`config.mk`:
```
export PLATFORM = sky130hd
export DESIGN_NAME = burst_pacer
export DESIGN_NICKNAME = d
export VERILOG_FILES = /design/src/rtl/pacer_pkg.sv /design/src/rtl/pacer_gap.sv /design/src/rtl/pacer_fill.sv /design/src/rtl/pacer_blocks.sv /design/src/rtl/burst_pacer.sv
export SDC_FILE = /design/constraint.sdc
export NUM_CORES = 1
export LEC_CHECK = 0
export ABC_AREA = 1
export ABC_CLOCK_PERIOD_IN_PS = 3500
export BUFFER_PORTS_ARGS = -buffer_cell sky130_fd_sc_hd__buf_4
export CELL_PAD_IN_SITES_DETAIL_PLACEMENT = 1
export CELL_PAD_IN_SITES_GLOBAL_PLACEMENT = 2
export CORE_MARGIN = 8
export CORE_UTILIZATION = 29
export DETAILED_ROUTE_END_ITERATION = 8
export MAX_ROUTING_LAYER = met4
export PLACE_DENSITY = 0.85
export SYNTH_ARGS = -nofsm -noshare
export SYNTH_HDL_FRONTEND = slang
export SYNTH_SLANG_ARGS = --single-unit
```
`constraint.sdc`:
```
create_clock -name clk -period 3.5 [get_ports clk]
set_input_delay 0.525 -clock clk [delete_from_list [all_inputs] [get_ports clk]]
set_output_delay 0.525 -clock clk [all_outputs]
set_load 0.01 [all_outputs]
```
`src/rtl/pacer_pkg.sv`:
```
package pacer_pkg;
    localparam int DEF_BURST_W   = 12;
    localparam int DEF_BLOCK_W   = 13;
    localparam int DEF_FILL_W    = 14;
    localparam int DEF_GAP_BITS  = 16;
    localparam int DEF_BUF_DEPTH = 4096;
    localparam int RST_BURST_LEN = 128;
    localparam int RST_BLOCK_LEN = 8191;

    // Moment at which the pending burst and block settings are committed
    typedef enum logic {
        COMMIT_AT_FRAME = 1'b0,
        COMMIT_AT_BLOCK = 1'b1
    } commit_mode_e;
endpackage

```
`src/rtl/pacer_gap.sv`:
```
module pacer_gap #(
    parameter int GAP_BITS = 16
) (
    input  logic                clk,
    input  logic                rst_n,
    input  logic [GAP_BITS-1:0] gap_code,
    input  logic                restart,
    output logic                expired
);
    localparam int CNT_W = $clog2(GAP_BITS + 1);

    typedef struct packed {
        logic [CNT_W-1:0] wait_cnt;
    } gap_state_t;

    gap_state_t       st_q, st_d;
    logic [CNT_W-1:0] ones;
    logic [CNT_W-1:0] span;

    // Population count of the thermometer code; an empty code counts as one cycle
    always_comb begin
        ones = '0;
        for (int i = 0; i < GAP_BITS; i++) begin
            ones = ones + CNT_W'(gap_code[i]);
        end
        span = (ones == '0) ? CNT_W'(1) : ones;
    end

    always_comb begin
        st_d = st_q;
        if (restart) begin
            st_d.wait_cnt = span - CNT_W'(1);
        end else if (st_q.wait_cnt != '0) begin
            st_d.wait_cnt = st_q.wait_cnt - CNT_W'(1);
        end
    end

    always_ff @(posedge clk or negedge rst_n) begin
        if (!rst_n) begin
            st_q <= '0;
        end else begin
            st_q <= st_d;
        end
    end

    assign expired = (st_q.wait_cnt == '0);
endmodule

```
`src/rtl/pacer_fill.sv`:
```
module pacer_fill #(
    parameter int FILL_W    = 14,
    parameter int BURST_W   = 12,
    parameter int BUF_DEPTH = 4096
) (
    input  logic               clk,
    input  logic               rst_n,
    input  logic               wr_valid,
    input  logic               take,
    input  logic [BURST_W-1:0] take_len,
    output logic [FILL_W-1:0]  fill,
    output logic               overrun
);
    localparam logic [FILL_W-1:0] FULL_LVL = FILL_W'(BUF_DEPTH);

    typedef struct packed {
        logic [FILL_W-1:0] level;
        logic              ovr;
    } fill_state_t;

    fill_state_t st_q, st_d;
    logic        blocked;
    logic [FILL_W-1:0] sub;

    always_comb begin
        st_d    = st_q;
        blocked = wr_valid && (st_q.level >= FULL_LVL);
        sub     = take ? FILL_W'(take_len) : '0;
        st_d.ovr   = blocked;
        st_d.level = st_q.level + FILL_W'(wr_valid && !blocked) - sub;
    end

    always_ff @(posedge clk or negedge rst_n) begin
        if (!rst_n) begin
            st_q <= '0;
        end else begin
            st_q <= st_d;
        end
    end

    assign fill    = st_q.level;
    assign overrun = st_q.ovr;
endmodule

```
`src/rtl/pacer_blocks.sv`:
```
module pacer_blocks
    import pacer_pkg::*;
#(
    parameter int BURST_W   = 12,
    parameter int BLOCK_W   = 13,
    parameter int RST_BURST = 128,
    parameter int RST_BLOCK = 8191
) (
    input  logic               clk,
    input  logic               rst_n,
    input  logic               take,
    input  logic               frame_end,
    input  logic               upd_by_block,
    input  logic [BURST_W-1:0] cfg_burst,
    input  logic [BLOCK_W-1:0] cfg_block,
    output logic [BURST_W-1:0] act_burst,
    output logic [BLOCK_W-1:0] act_block,
    output logic               block_done,
    output logic               cfg_loaded
);
    typedef struct packed {
        logic [BLOCK_W-1:0] bcnt;
        logic [BURST_W-1:0] burst;
        logic [BLOCK_W-1:0] block;
        logic               done;
        logic               loaded;
    } blk_state_t;

    blk_state_t       st_q, st_d;
    logic [BLOCK_W:0] next_cnt;
    logic             wrap;
    logic             commit;
    commit_mode_e     mode;

    always_comb begin
        st_d     = st_q;
        mode     = commit_mode_e'(upd_by_block);
        next_cnt = {1'b0, st_q.bcnt} + (BLOCK_W + 1)'(1);
        // A size of zero wraps on every burst, same as a size of one
        wrap     = take && (next_cnt >= {1'b0, st_q.block});
        commit   = (mode == COMMIT_AT_BLOCK) ? wrap : frame_end;

        if (frame_end) begin
            st_d.bcnt = '0;
        end else if (take) begin
            st_d.bcnt = wrap ? '0 : next_cnt[BLOCK_W-1:0];
        end
        st_d.done   = wrap;
        st_d.loaded = commit;
        if (commit) begin
            st_d.burst = cfg_burst;
            st_d.block = cfg_block;
        end
    end

    always_ff @(posedge clk or negedge rst_n) begin
        if (!rst_n) begin
            st_q.bcnt   <= '0;
            st_q.burst  <= BURST_W'(RST_BURST);
            st_q.block  <= BLOCK_W'(RST_BLOCK);
            st_q.done   <= 1'b0;
            st_q.loaded <= 1'b0;
        end else begin
            st_q <= st_d;
        end
    end

    assign act_burst  = st_q.burst;
    assign act_block  = st_q.block;
    assign block_done = st_q.done;
    assign cfg_loaded = st_q.loaded;
endmodule

```
`src/rtl/burst_pacer.sv`:
```
module burst_pacer
    import pacer_pkg::*;
#(
    parameter int BURST_W   = DEF_BURST_W,
    parameter int BLOCK_W   = DEF_BLOCK_W,
    parameter int FILL_W    = DEF_FILL_W,
    parameter int GAP_BITS  = DEF_GAP_BITS,
    parameter int BUF_DEPTH = DEF_BUF_DEPTH,
    parameter int RST_BURST = RST_BURST_LEN,
    parameter int RST_BLOCK = RST_BLOCK_LEN
) (
    input  logic                clk,
    input  logic                rst_n,
    input  logic                enable,
    input  logic                wr_valid,
    input  logic                frame_end,
    input  logic                frame_info_rd,
    input  logic [BURST_W-1:0]  cfg_burst_len,
    input  logic [BLOCK_W-1:0]  cfg_block_size,
    input  logic [GAP_BITS-1:0] cfg_gap_code,
    input  logic                cfg_upd_by_block,
    input  logic                cfg_mask_on_read,
    input  logic [FILL_W-1:0]   cfg_afull_thresh,
    input  logic                req_grant,
    output logic                req_valid,
    output logic [BURST_W-1:0]  act_burst_len,
    output logic [BLOCK_W-1:0]  act_block_size,
    output logic [FILL_W-1:0]   fill_count,
    output logic                almost_full,
    output logic                block_done,
    output logic                cfg_loaded,
    output logic                overrun
);
    logic gap_open;
    logic masked;
    logic take;

    always_comb begin
        masked    = cfg_mask_on_read && frame_info_rd;
        req_valid = enable && gap_open && !masked
                    && (fill_count >= FILL_W'(act_burst_len));
        take      = req_valid && req_grant;
        almost_full = (fill_count >= cfg_afull_thresh);
    end

    pacer_gap #(
        .GAP_BITS (GAP_BITS)
    ) u_gap (
        .clk      (clk),
        .rst_n    (rst_n),
        .gap_code (cfg_gap_code),
        .restart  (take),
        .expired  (gap_open)
    );

    pacer_fill #(
        .FILL_W    (FILL_W),
        .BURST_W   (BURST_W),
        .BUF_DEPTH (BUF_DEPTH)
    ) u_fill (
        .clk      (clk),
        .rst_n    (rst_n),
        .wr_valid (wr_valid),
        .take     (take),
        .take_len (act_burst_len),
        .fill     (fill_count),
        .overrun  (overrun)
    );

    pacer_blocks #(
        .BURST_W   (BURST_W),
        .BLOCK_W   (BLOCK_W),
        .RST_BURST (RST_BURST),
        .RST_BLOCK (RST_BLOCK)
    ) u_blocks (
        .clk          (clk),
        .rst_n        (rst_n),
        .take         (take),
        .frame_end    (frame_end),
        .upd_by_block (cfg_upd_by_block),
        .cfg_burst    (cfg_burst_len),
        .cfg_block    (cfg_block_size),
        .act_burst    (act_burst_len),
        .act_block    (act_block_size),
        .block_done   (block_done),
        .cfg_loaded   (cfg_loaded)
    );
endmodule

```
==> Word level (Yosys, flattened, before mapping) <==
Index checks and enable logic that the tools add are counted.
{ "totals": {"reg_bits": 60, "latchBits": 0, "mem_bits_rw": 0, "mem_bits_ro": 0, "in_bits": 64, "wordCells": 55, "memories": 0} }
{ "op_classes": {"n_addsub": 20, "mul": 0, "n_div": 0, "order_cmp": 4, "eq_ne": 0, "shifts": 0, "mux": 8, "bitwise_logic": 0, "n_reduce_logical": 15} }
{ "op_table": {"columns": ["cell", "count"], "rows": [
  ["adder 5 x 1 -> 5 bit", 14],
  ["2-to-1 mux 13 bit", 3],
  ["2-to-1 mux 5 bit", 3],
  ["adder 13 x 1 -> 14 bit (second input constant)", 1],
  ["adder 14 x 1 -> 14 bit", 1],
  ["greater-or-equal comparator 14 x 12 -> 1 bit", 1],
  ["greater-or-equal comparator 14 x 13 -> 1 bit", 1],
  ["greater-or-equal comparator 14 x 13 -> 1 bit (second input constant)", 1],
  ["greater-or-equal comparator 14 bit", 1],
  ["subtractor 14 bit", 1],
  ["2-to-1 mux 12 bit", 1],
  ["logical NOT 5 bit", 2],
  ["subtractor 5 x 1 -> 5 bit (second input constant)", 2],
  ["logical AND 1 bit", 8],
  ["nonzero test 5 bit", 1],
  ["nonzero test 2 bit", 2],
  ["adder 1 x 1 -> 2 bit", 1],
  ["logical NOT 1 bit", 2],
  ["2-to-1 mux 1 bit", 1]
]} }

==> Depth between registers and ports, before layout <==
Gate-level depths: netlist of run 1.
{ "logic_depth": {"depth_word": 19, "ltp_mapped": 23, "ltp_nobuf": 23} }

==> Cells and area by module <==
A second synthesis of run 1 with hierarchy kept.
{ "unflattened": {"cells_unflattened": 734, "area_unflattened_um2": 5350.1} }
{ "modules_own_cells": {"columns": ["mod", "instances", "cells_per_inst", "area_each_um2", "seq_area_each_um2"], "rows": [
  ["pacer_blocks", 1, 308, 2401.1, 1018.5],
  ["pacer_fill", 1, 196, 1428.9, 375.4],
  ["pacer_gap", 1, 105, 764.5, 125.1],
  ["burst_pacer", 1, 125, 755.7, 0.0]
]} }

==> Least setup slack after synthesis of run 1 <==
No wires, ideal clock.
{ "synth_timing": {"path_type": "input to register", "startpoint": "in cfg_gap_code[0]", "endpoint": "reg u_gap.st_q[2] (netlist name)", "setup_ns": 0.077, "arrival_ns": 4.681, "required_ns": 3.423, "slack_ns": -1.258, "stages": 17, "cell_sequence": "ha_1 -> inv_1 -> fa_1 -> fa_1 -> fa_1 -> fa_1 -> fa_1 -> fa_1 -> xor2_1 -> nand2_1 -> nor2_1 -> a21boi_0 -> nand4_1 -> nand2_1 -> ha_1 -> or2_2 -> a21oi_1"} }
{ "synth_between": {"elab_chain_cells": 19} }
{ "synth_lines": {"columns": ["item", "line_no", "source"], "rows": [
  ["start: declaration", "burst_pacer.sv:20", "input logic [GAP_BITS-1:0] cfg_gap_code,"],
  ["adder 1 x 1 -> 2 bit (*)", "pacer_gap.sv:24", "ones = ones + CNT_W'(gap_code[i]);"],
  ["adder 5 x 1 -> 5 bit (*) (14 in series)", "pacer_gap.sv:24", null],
  ["logical NOT 5 bit", "pacer_gap.sv:26", "span = (ones == '0) ? CNT_W'(1) : ones;"],
  ["2-to-1 mux 5 bit (*)", "pacer_gap.sv:26", null],
  ["subtractor 5 x 1 -> 5 bit (*)", "pacer_gap.sv:32", "st_d.wait_cnt = span - CNT_W'(1);"],
  ["2-to-1 mux 5 bit (*)", "pacer_gap.sv:31", "if (restart) begin"],
  ["end signal: assignment", "pacer_gap.sv:42", "st_q <= st_d;"],
  ["end: declaration", "pacer_gap.sv:16", "gap_state_t st_q, st_d;"]
]} }
Mark *: on every way between the ends. The rest lies on a longest branch, timed or not.
A chain may end at the register's enable or synchronous reset.

==> Worst setup path in the final report of run 1 <==
{ "layout_timing": {"startpoint": "in cfg_gap_code[1]", "endpoint": "reg u_gap.st_q[2] (netlist name)"} }
Same word-level chain as after synthesis.

==> summary.md, run 1 <==
| Metric | Value |
|---|---|
| Status | `finished with violations` |
| Failing checks | `negative setup slack` |
| Top layer in use | `met4` |
| #FFs+latches synth | `60` |
| Worst-Skew Late Latency | `roughly 340 ps` |
| Fin Clk Skew | `7.60 ps` |
| Nets | `938` |
| Power Density | `~790 nW/um^2` |
| R2r setup slk | `180 ps` |
| Crit-path max FO | `2` |
| Crit path DAT | `4770 ps` |
| Cell variety after synth | `40` |
| Worst Max-Slew Pin Slew | `822 ps` |
| Crit-path leading delay family | `adder cells` |
| Multi-input gate area | `3140 um^2` |
| Leakage Power | `0.00375 uW` |
| Total Power | `5490 uW` |
| Clock transition at path regs | `60 ps` |
| Largest net degree at the start of global routing | `between 60 and 70` |
| Clock Tree Buf Depth | `2` |
| Final setup fails | `5` |
| Sequential fraction of the synthesis area | `around 30%` |
| Slew Viols, Final | `0` |
| Final hold vios | `0` |
| Most used DFF post-synth | `dfrtp_1` |
| Max-slew headroom | `~45%` |
| Die width | `148 um` |
| Post-synthesis net count | `about 800` |
| Gpl congestion | `0.786` |
| Post-synth EDFFs | `0` |
| Routed met3 length | `approximately 550 um` |
| Initial Util | `approximately 30%` |
| Port bufs | `between 100 and 150` |
| Antenna-violating nets left | `0` |
| Final wirelength | `15100 um` |
| Mapped Cells | `654` |
| DRC | `0` |
| RSZ-0062 raised after global routing | `true` |
| Fillers | `2072` |
| WL/cell | `14.8 um` |
| Fin util | `40.3%` |
| Boundary Pins | `roughly 110` |
| Vias in the first global route | `between 4000 and 5000` |
| Warnings, synthesis | `0` |
| Hold_buf cts | `0` |
| Clock sink count | `60` |
| Synthesized area | `about 5100 um^2` |
| Core area | `17200 um^2` |
| Die height | `148 um` |
| Worst path cell trace | `buf_6, ha_4, inv_2, fa_1, fa_1, fa_1, fa_1, fa_2, fa_2, xor2_2, nand2_1, nor2_1, a21boi_1, nand4_1, nand2_2, ha_4, buf_4, or2_4, a21oi_2` |
| CP Launch Type | `input pin` |
| Global-route wire length before repair | `roughly 25000 um` |
| R2R Path Start | `u_blocks.act_burst[7]` |
| CTS H-tree lvls | `3` |
| Reg2reg end | `u_fill.fill[12]` |
| Part of the cycle the worst path needs | `129%` |
| Fraction of registers with async set/reset | `100%` |
| Site Rows | `48` |
| Avg Cell Area, Syn | `7.77 um^2` |
| CTS tree | `done` |
| Critical path buffers and inverters | `3` |
| Crit path top cell by count | `fa_1` |
| Hold Path Class | `in2async` |
| Initial antenna violation count | `0` |
| Total die area | `roughly 22000 um^2` |
| Worst ir drop on vdd | `approximately 0.28 mV` |
| CP required | `3770 ps` |
| WS Path Type | `in2reg` |
| Total CTS buffers | `9` |
| Share of cells above drive strength 1 | `31.4%` |
| Root buf cell | `clkbuf_16` |
| 1st-pass router iterations | `4` |
| GR Overflow Total | `0` |
| Ant diodes | `0` |
| DR WL met2 | `7270 um` |
| Max-cap viol count | `0` |
| Slowest cell delay on critical path | `550 ps` |
| M1 WL | `7080 um` |
| Register area | `1520 um^2` |
| Total track usage | `around 14%` |
| HPWL after detailed placement | `12000 um` |
| Min Tclk post-route | `4510 ps` |
| Initial DRC Count | `106` |
| P&R area growth vs syn | `36.8%` |
| Max Clock Freq | `around 220 MHz` |
| Critical Path End Type | `register` |
| Crit-path slowest cell | `fa_1` |
| Vias per cell | `4.46` |
| Final worst slack | `-1010 ps` |
| R2R depth | `21` |
| Total number of vias | `about 4500` |
==> flip-flops by register name, indices dropped and copies added (netlist names) <==
register             cells
u_blocks.block_done      1
u_gap.st_q               5
u_blocks.act_burst      12
u_fill.overrun           1
u_fill.fill             14
u_blocks.st_q           13
u_blocks.act_block      13
u_blocks.cfg_loaded      1
==> cells in the mapped netlist (4+ instances only) <==
master | count | share of area, %
a21oi_1 | 32 | 3.2
nand4_1 | 11 | 1.4
nor2_1 | 29 | 2.1
ha_1 | 73 | 18
dfrtp_1 | 46 | 23
nand3_1 | 33 | 3.3
inv_1 | 118 | 8.7
nand2_1 | 180 | 13
fa_1 | 11 | 4.3
buf_4 | 28 | 4.1
dfstp_2 | 14 | 7.2
xnor2_1 | 5 | 0.86
o21ai_0 | 13 | 1.3
xor2_1 | 15 | 2.6
clkbuf_1 | 4 | 0.30
nor3_1 | 4 | 0.39
==> cell families (layout without fill, tap and decap cells) <==
logic type,Yosys count,in the layout,synth area share (%)
AND/OR/NAND/NOR,278,278,24.2
AO/OA/AOI/OAI,58,58,6.40
XOR/XNOR,20,20,3.45
flip-flops,60,60,29.9
buffers and inverters,154,295,13.7
adder cells (fa/ha/maj),84,84,22.3
==> stage by stage <==
stage / std cells / setup TNS [ps] / area, um^2 / setup slack (ps) / hold slack (ps)
floorplan: 654 / -4260 / 5130 / -1060 / 229
global placement: 997 / -5560 / 6310 / -1280 / 485
detailed placement: 997 / -6060 / 6310 / -1390 / 487
CTS: 1017 / -3860 / 6740 / -964 / 327
global route: 1020 / -4820 / 6950 / -1190 / 358
finish: 1020 / -4020 / 6950 / -1010 / 295
==> worst max-delay path by stage <==
stage	from	end	depth (start not counted)
after floorplan	cfg_gap_code[1]	u_gap.st_q[2]	16
after global placement	cfg_gap_code[1]	u_gap.st_q[4]	19
after detailed placement	cfg_gap_code[1]	u_gap.st_q[4]	19
after CTS	cfg_gap_code[1]	u_gap.st_q[4]	20
after global routing	cfg_gap_code[1]	u_gap.st_q[4]	20
final	cfg_gap_code[1]	u_gap.st_q[2]	19
==> metal layers <==
| layer | GRT usage [%] | up-vias |
|---|---|---|
| met5 | - | - |
| met4 | 4.28 | 0 |
| met3 | 3.40 | 12 |
| met2 | 23.2 | 66 |
| met1 | 17.6 | 2153 |
| li1 | - | 2318 |
==> report_power, final <==
| group | switching (uW) | internal, uW |
|---|---|---|
| clock network | 347 | 654 |
| logic | 1730 | 1740 |
| registers | 128 | 896 |
==> layout by cell type, fill, tap and decap left out, drive strengths merged <==
master and count:
a211oi 1, a21boi 3, a21oi 33, a31o 1, and2 1, and3 1, buf 160, bufinv 1
clkbuf 14, clkinvlp 1, dfrtp 46, dfstp 14, fa 11, ha 73, inv 119, nand2 182
nand3 37, nand3b 3, nand4 12, nor2 30, nor3 6, nor3b 1, nor4 3, o211ai 3
o21ai 13, o21bai 2, o31ai 2, or2 2, xnor2 5, xor2 15
==> timing repair <==
item,4_1_cts,5_1_grt
cloned,0,0
endpoints found under the setup margin,8,13
gates resized for setup,18,34
pin swaps,9,19
setup buffers,4,3
==> layout make-up <==
type / instances / area share, %
multi-input combinational: 440 / 45.2
sequential: 60 / 21.9
timing repair buffer: 160 / 17.6
inverter: 119 / 6.53
clock buffer: 14 / 4.25
tap: 225 / 4.05
clock inverter: 2 / 0.540
No activity file was read; power rests on OpenSTA's default activity.
==> run 2, diff against run 1 <==
--- a/config.mk
+++ b/config.mk
@@ -5,13 +5,12 @@
 export SDC_FILE = /design/constraint.sdc
 export NUM_CORES = 1
 export LEC_CHECK = 0
-export ABC_AREA = 1
 export ABC_CLOCK_PERIOD_IN_PS = 3500
 export BUFFER_PORTS_ARGS = -buffer_cell sky130_fd_sc_hd__buf_4
 export CELL_PAD_IN_SITES_DETAIL_PLACEMENT = 1
 export CELL_PAD_IN_SITES_GLOBAL_PLACEMENT = 2
-export CORE_MARGIN = 8
-export CORE_UTILIZATION = 29
+export CORE_MARGIN = 3
+export CORE_UTILIZATION = 31
 export DETAILED_ROUTE_END_ITERATION = 8
 export MAX_ROUTING_LAYER = met4
 export PLACE_DENSITY = 0.85
==> constraint.sdc (replaced) <==
create_clock -name clk -period 3.5 [get_ports clk]
set_input_delay 0.175 -clock clk [delete_from_list [all_inputs] [get_ports clk]]
set_output_delay 0.175 -clock clk [all_outputs]
set_load 0.01 [all_outputs]
==> summary.md, run 2 <==
| Metric | Value |
|---|---|
| Status | `finished with violations (unchanged)` |
| Failing checks | `negative setup slack (unchanged)` |
| Total Power | `7050 uW (was 5490 uW)` |
| Worst Max-Slew Pin Slew | `826 ps (was 822 ps)` |
| Hold Path Class | `in2reg (was in2async)` |
| Port bufs | `107 (unchanged)` |
| Antenna-violating nets left | `0 (unchanged)` |
| Min Tclk post-route | `4440 ps (was 4510 ps)` |
| Total CTS buffers | `9 (unchanged)` |
| Total die area | `17700 um^2 (was 22000 um^2)` |
| Most common cell after layout, fill and taps aside | `buf_4 (was nand2_1)` |
| Worst Min Path Start | `cfg_burst_len[8]` |
| Post-synthesis net count | `674 (was 802)` |
| Clock sink count | `60 (unchanged)` |
| Share of cells above drive strength 1 | `50.3% (was 31.4%)` |
| Final wirelength | `17600 um (was 15100 um)` |
| Top-count cell post-synth | `inv_1 (was nand2_1)` |
| Power Density | `906 nW/um^2 (was 790 nW/um^2)` |
| Die height | `133 um (was 148 um)` |
| Synth area leaders | `dfrtp_1 (23%), ha_1 (18%), dfstp_2 (7.4%) (was dfrtp_1 (23%), ha_1 (18%), nand2_1 (13%))` |
| Boundary Pins | `108 (unchanged)` |
| Largest area contributor in the netlist | `dfrtp_1 (unchanged)` |
| CP Launch Type | `input pin (unchanged)` |
| Leakage Power | `0.00384 uW (was 0.00375 uW)` |
| Vias in the first global route | `5304 (was 4921)` |
| Final worst slack | `-937 ps (was -1010 ps)` |
| Initial Util | `32.2% (was 29.5%)` |
| Part of the cycle the worst path needs | `127% (was 129%)` |
| DRC | `0 (unchanged)` |
| Synthesized area | `4990 um^2 (was 5080 um^2)` |
| Crit path DAT | `4660 ps (was 4770 ps)` |
| Vias per cell | `4.95 (was 4.46)` |
| WL/cell | `18.9 um (was 14.8 um)` |
| Highest-count cells in the layout ignoring fill and taps | `buf_4 (189), inv_1 (76), ha_1 (48) (was nand2_1 (174), buf_4 (157), inv_1 (115))` |
| CTS H-tree lvls | `3 (unchanged)` |
| Nets | `865 (was 938)` |
| Total number of vias | `4615 (was 4549)` |
| Ant diodes | `0 (unchanged)` |
| HPWL after detailed placement | `11600 um (was 12000 um)` |
| Final setup fails | `14 (was 5)` |
| Root buf cell | `clkbuf_16 (unchanged)` |
| Max-cap viol count | `0 (unchanged)` |
| Net Sw Frac | `41.1% (was 40.2%)` |
| Sw power | `2890 uW (was 2210 uW)` |
| Avg Cell Area, Syn | `9.49 um^2 (was 7.77 um^2)` |
| Worst path cell trace | `buf_6, ha_4, inv_2, fa_1, fa_1, fa_1, fa_1, fa_2, fa_2, xnor2_2, o21ai_1, nand2_1, o21ai_2, a21oi_2, ha_4, buf_4, buf_6, buf_6, buf_6, xor2_1, nor2_1 (was buf_6, ha_4, inv_2, fa_1, fa_1, fa_1, fa_1, fa_2, fa_2, xor2_2, nand2_1, nor2_1, a21boi_1, nand4_1, nand2_2, ha_4, buf_4, or2_4, a21oi_2)` |
| Initial antenna violation count | `0 (unchanged)` |
| Clock transition at path regs | `60 ps (about the same)` |
| Total track usage | `19.5% (was 14.4%)` |
| Worst-Skew Late Latency | `340 ps (about the same)` |
| Max Clock Freq | `225 MHz (was 222 MHz)` |
| Warnings, synthesis | `0 (unchanged)` |
| Worst setup path start | `cfg_gap_code[1] (unchanged)` |
| Cell variety after synth | `49 (was 40)` |
| Crit-path max FO | `3 (was 2)` |
| RSZ-0062 raised after global routing | `true (unchanged)` |
| Initial DRC Count | `85 (was 106)` |
| Worst ir drop on vdd | `0.534 mV (was 0.278 mV)` |
| Die width | `133 um (was 148 um)` |
| Final hold vios | `0 (unchanged)` |
| Worst slack at placement | `-1380 ps (was -1390 ps)` |
| Fin Clk Skew | `6.87 ps (was 7.60 ps)` |
| Critical Path End Type | `register (unchanged)` |
| Logic pwr share | `71.4% (was 63.1%)` |
| Clock power frac | `13.0% (was 18.2%)` |
| CP required | `3720 ps (was 3770 ps)` |
| Largest net degree at the start of global routing | `61 (unchanged)` |
| Core area | `15500 um^2 (was 17200 um^2)` |
| Clock Tree Buf Depth | `2 (unchanged)` |
| WHS | `69.3 ps (was 295 ps)` |
| Critical path buffers and inverters | `6 (was 3)` |
| Post-synth EDFFs | `0 (unchanged)` |
| #FFs+latches synth | `60 (unchanged)` |
| Fillers | `1717 (was 2072)` |
| Mapped Cells | `526 (was 654)` |
| Slew Viols, Final | `0 (unchanged)` |
| Seq pwr share | `15.6% (was 18.6%)` |
| Most used DFF post-synth | `dfrtp_1 (unchanged)` |
| Max-slew headroom | `45.0% (was 45.2%)` |
| Sequential fraction of the synthesis area | `30.4% (was 29.9%)` |
| Int Pwr | `4160 uW (was 3290 uW)` |
| Crit-path leading delay family | `adder cells (unchanged)` |
| P&R area growth vs syn | `56.0% (was 36.8%)` |
| Max reg flops | `14 (unchanged)` |
| Fraction of registers with async set/reset | `100% (unchanged)` |
| GR Overflow Total | `0 (unchanged)` |
| Post-synth top cells | `inv_1 (80), ha_1 (73), dfrtp_1 (46) (was nand2_1 (180), inv_1 (118), ha_1 (73))` |
| Gpl congestion | `0.795 (was 0.786)` |
| Slowest cell delay on critical path | `540 ps (was 550 ps)` |
| Yosys top cell area share | `23.1% (was 22.7%)` |
| CTS tree | `done (unchanged)` |
| 1st-pass router iterations | `4 (unchanged)` |
| Site Rows | `45 (was 48)` |
| Crit-path slowest cell | `fa_1 (unchanged)` |
| WS Path Type | `in2reg (unchanged)` |
| R2R Path Start | `u_blocks.act_burst[7] (unchanged)` |
| Global-route wire length before repair | `26700 um (was 24700 um)` |
-- run 2: changes by cell type in the layout (fill, tap and decap cells not counted), sizes merged, moves of 10 or more --
| cell | change |
|---|---|
| inv | -39 |
| o21ai | +10 |
| mux2 | +25 |
| nand2 | -145 |
| buf | +50 |
| nand3 | -28 |
-- run 2: timing repair --
| action | CTS | global route |
|---|---|---|
| pin swaps | 45 | 40 |
| cloned | 3 | 0 |
| hold buffers | 1 | 0 |
| endpoints found under the setup margin | 38 | 40 |
| buffers inserted | 26 | 21 |
| resized for setup | 67 | 46 |
| endpoints found under the hold margin | 46 | 0 |
-- run 2: cell families (layout without fill, tap and decap cells) --
family,Yosys count,after routing,synth area share (%)
xor+xnor,17,17,2.98
flops,60,60,30.4
buf+inv,113,309,10.8
compound gates,103,103,13.9
mux,26,26,7.27
simple gates,123,123,11.9
fa+ha+maj,84,84,22.7
-- run 2: power by group through the flow --
stage	registers (uW)	clock network, uW	logic [uW]
3_5_place_dp	1090	0	3660
5_1_grt	1120	981	5440
6_report	1100	915	5040
4_1_cts	1080	939	4400
2_1_floorplan	1140	0	2130
3_3_place_gp	1070	0	3450
-- run 2: per-layer routing --
layer	GRT usage, %	up-vias	wire [um]
met5	-	-	0
met4	9.06	0	755
met3	4.45	49	670
met2	35.3	115	9710
met1	20.0	2282	6490
li1	-	2169	-
-- run 2: cell type report --
| cell class | count | area, um^2 | share of cell area, % |
|---|---|---|---|
| Multi-Input combinational cell | 353 | 3600 | 46.2 |
| Sequential cell | 60 | 1520 | 19.5 |
| Inverter | 80 | 300 | 3.86 |
| Tap cell | 211 | 264 | 3.39 |
| Timing Repair Buffer | 213 | 1800 | 23.1 |
| Clock buffer | 12 | 256 | 3.29 |
| Clock inverter | 4 | 47.5 | 0.611 |
-- run 2: final timing paths --
check | endpoint | slack (ps) | depth (start not counted)
min in group asynchronous | u_blocks.cfg_loaded | 500 | 2
max | u_gap.st_q[2] | -940 | 21
min | u_blocks.act_burst[8] | 70 | 2
min reg2reg | u_gap.st_q[0] | 580 | 2
max in group asynchronous | u_blocks.st_q[27] | 2430 | 2
max reg2reg | u_fill.fill[12] | -590 | 19
-- run 2: per-stage QoR --
step / std cells / util [%] / TNS [ps] / area [um^2]
after global placement: 883 / 42.3 / -7030 / 6550
after global routing: 933 / 50.3 / -8520 / 7790
after detailed placement: 883 / 42.3 / -8760 / 6550
after CTS: 926 / 48.5 / -5120 / 7520
final: 933 / 50.3 / -6280 / 7790
after floorplan: 526 / - / -4460 / 5170
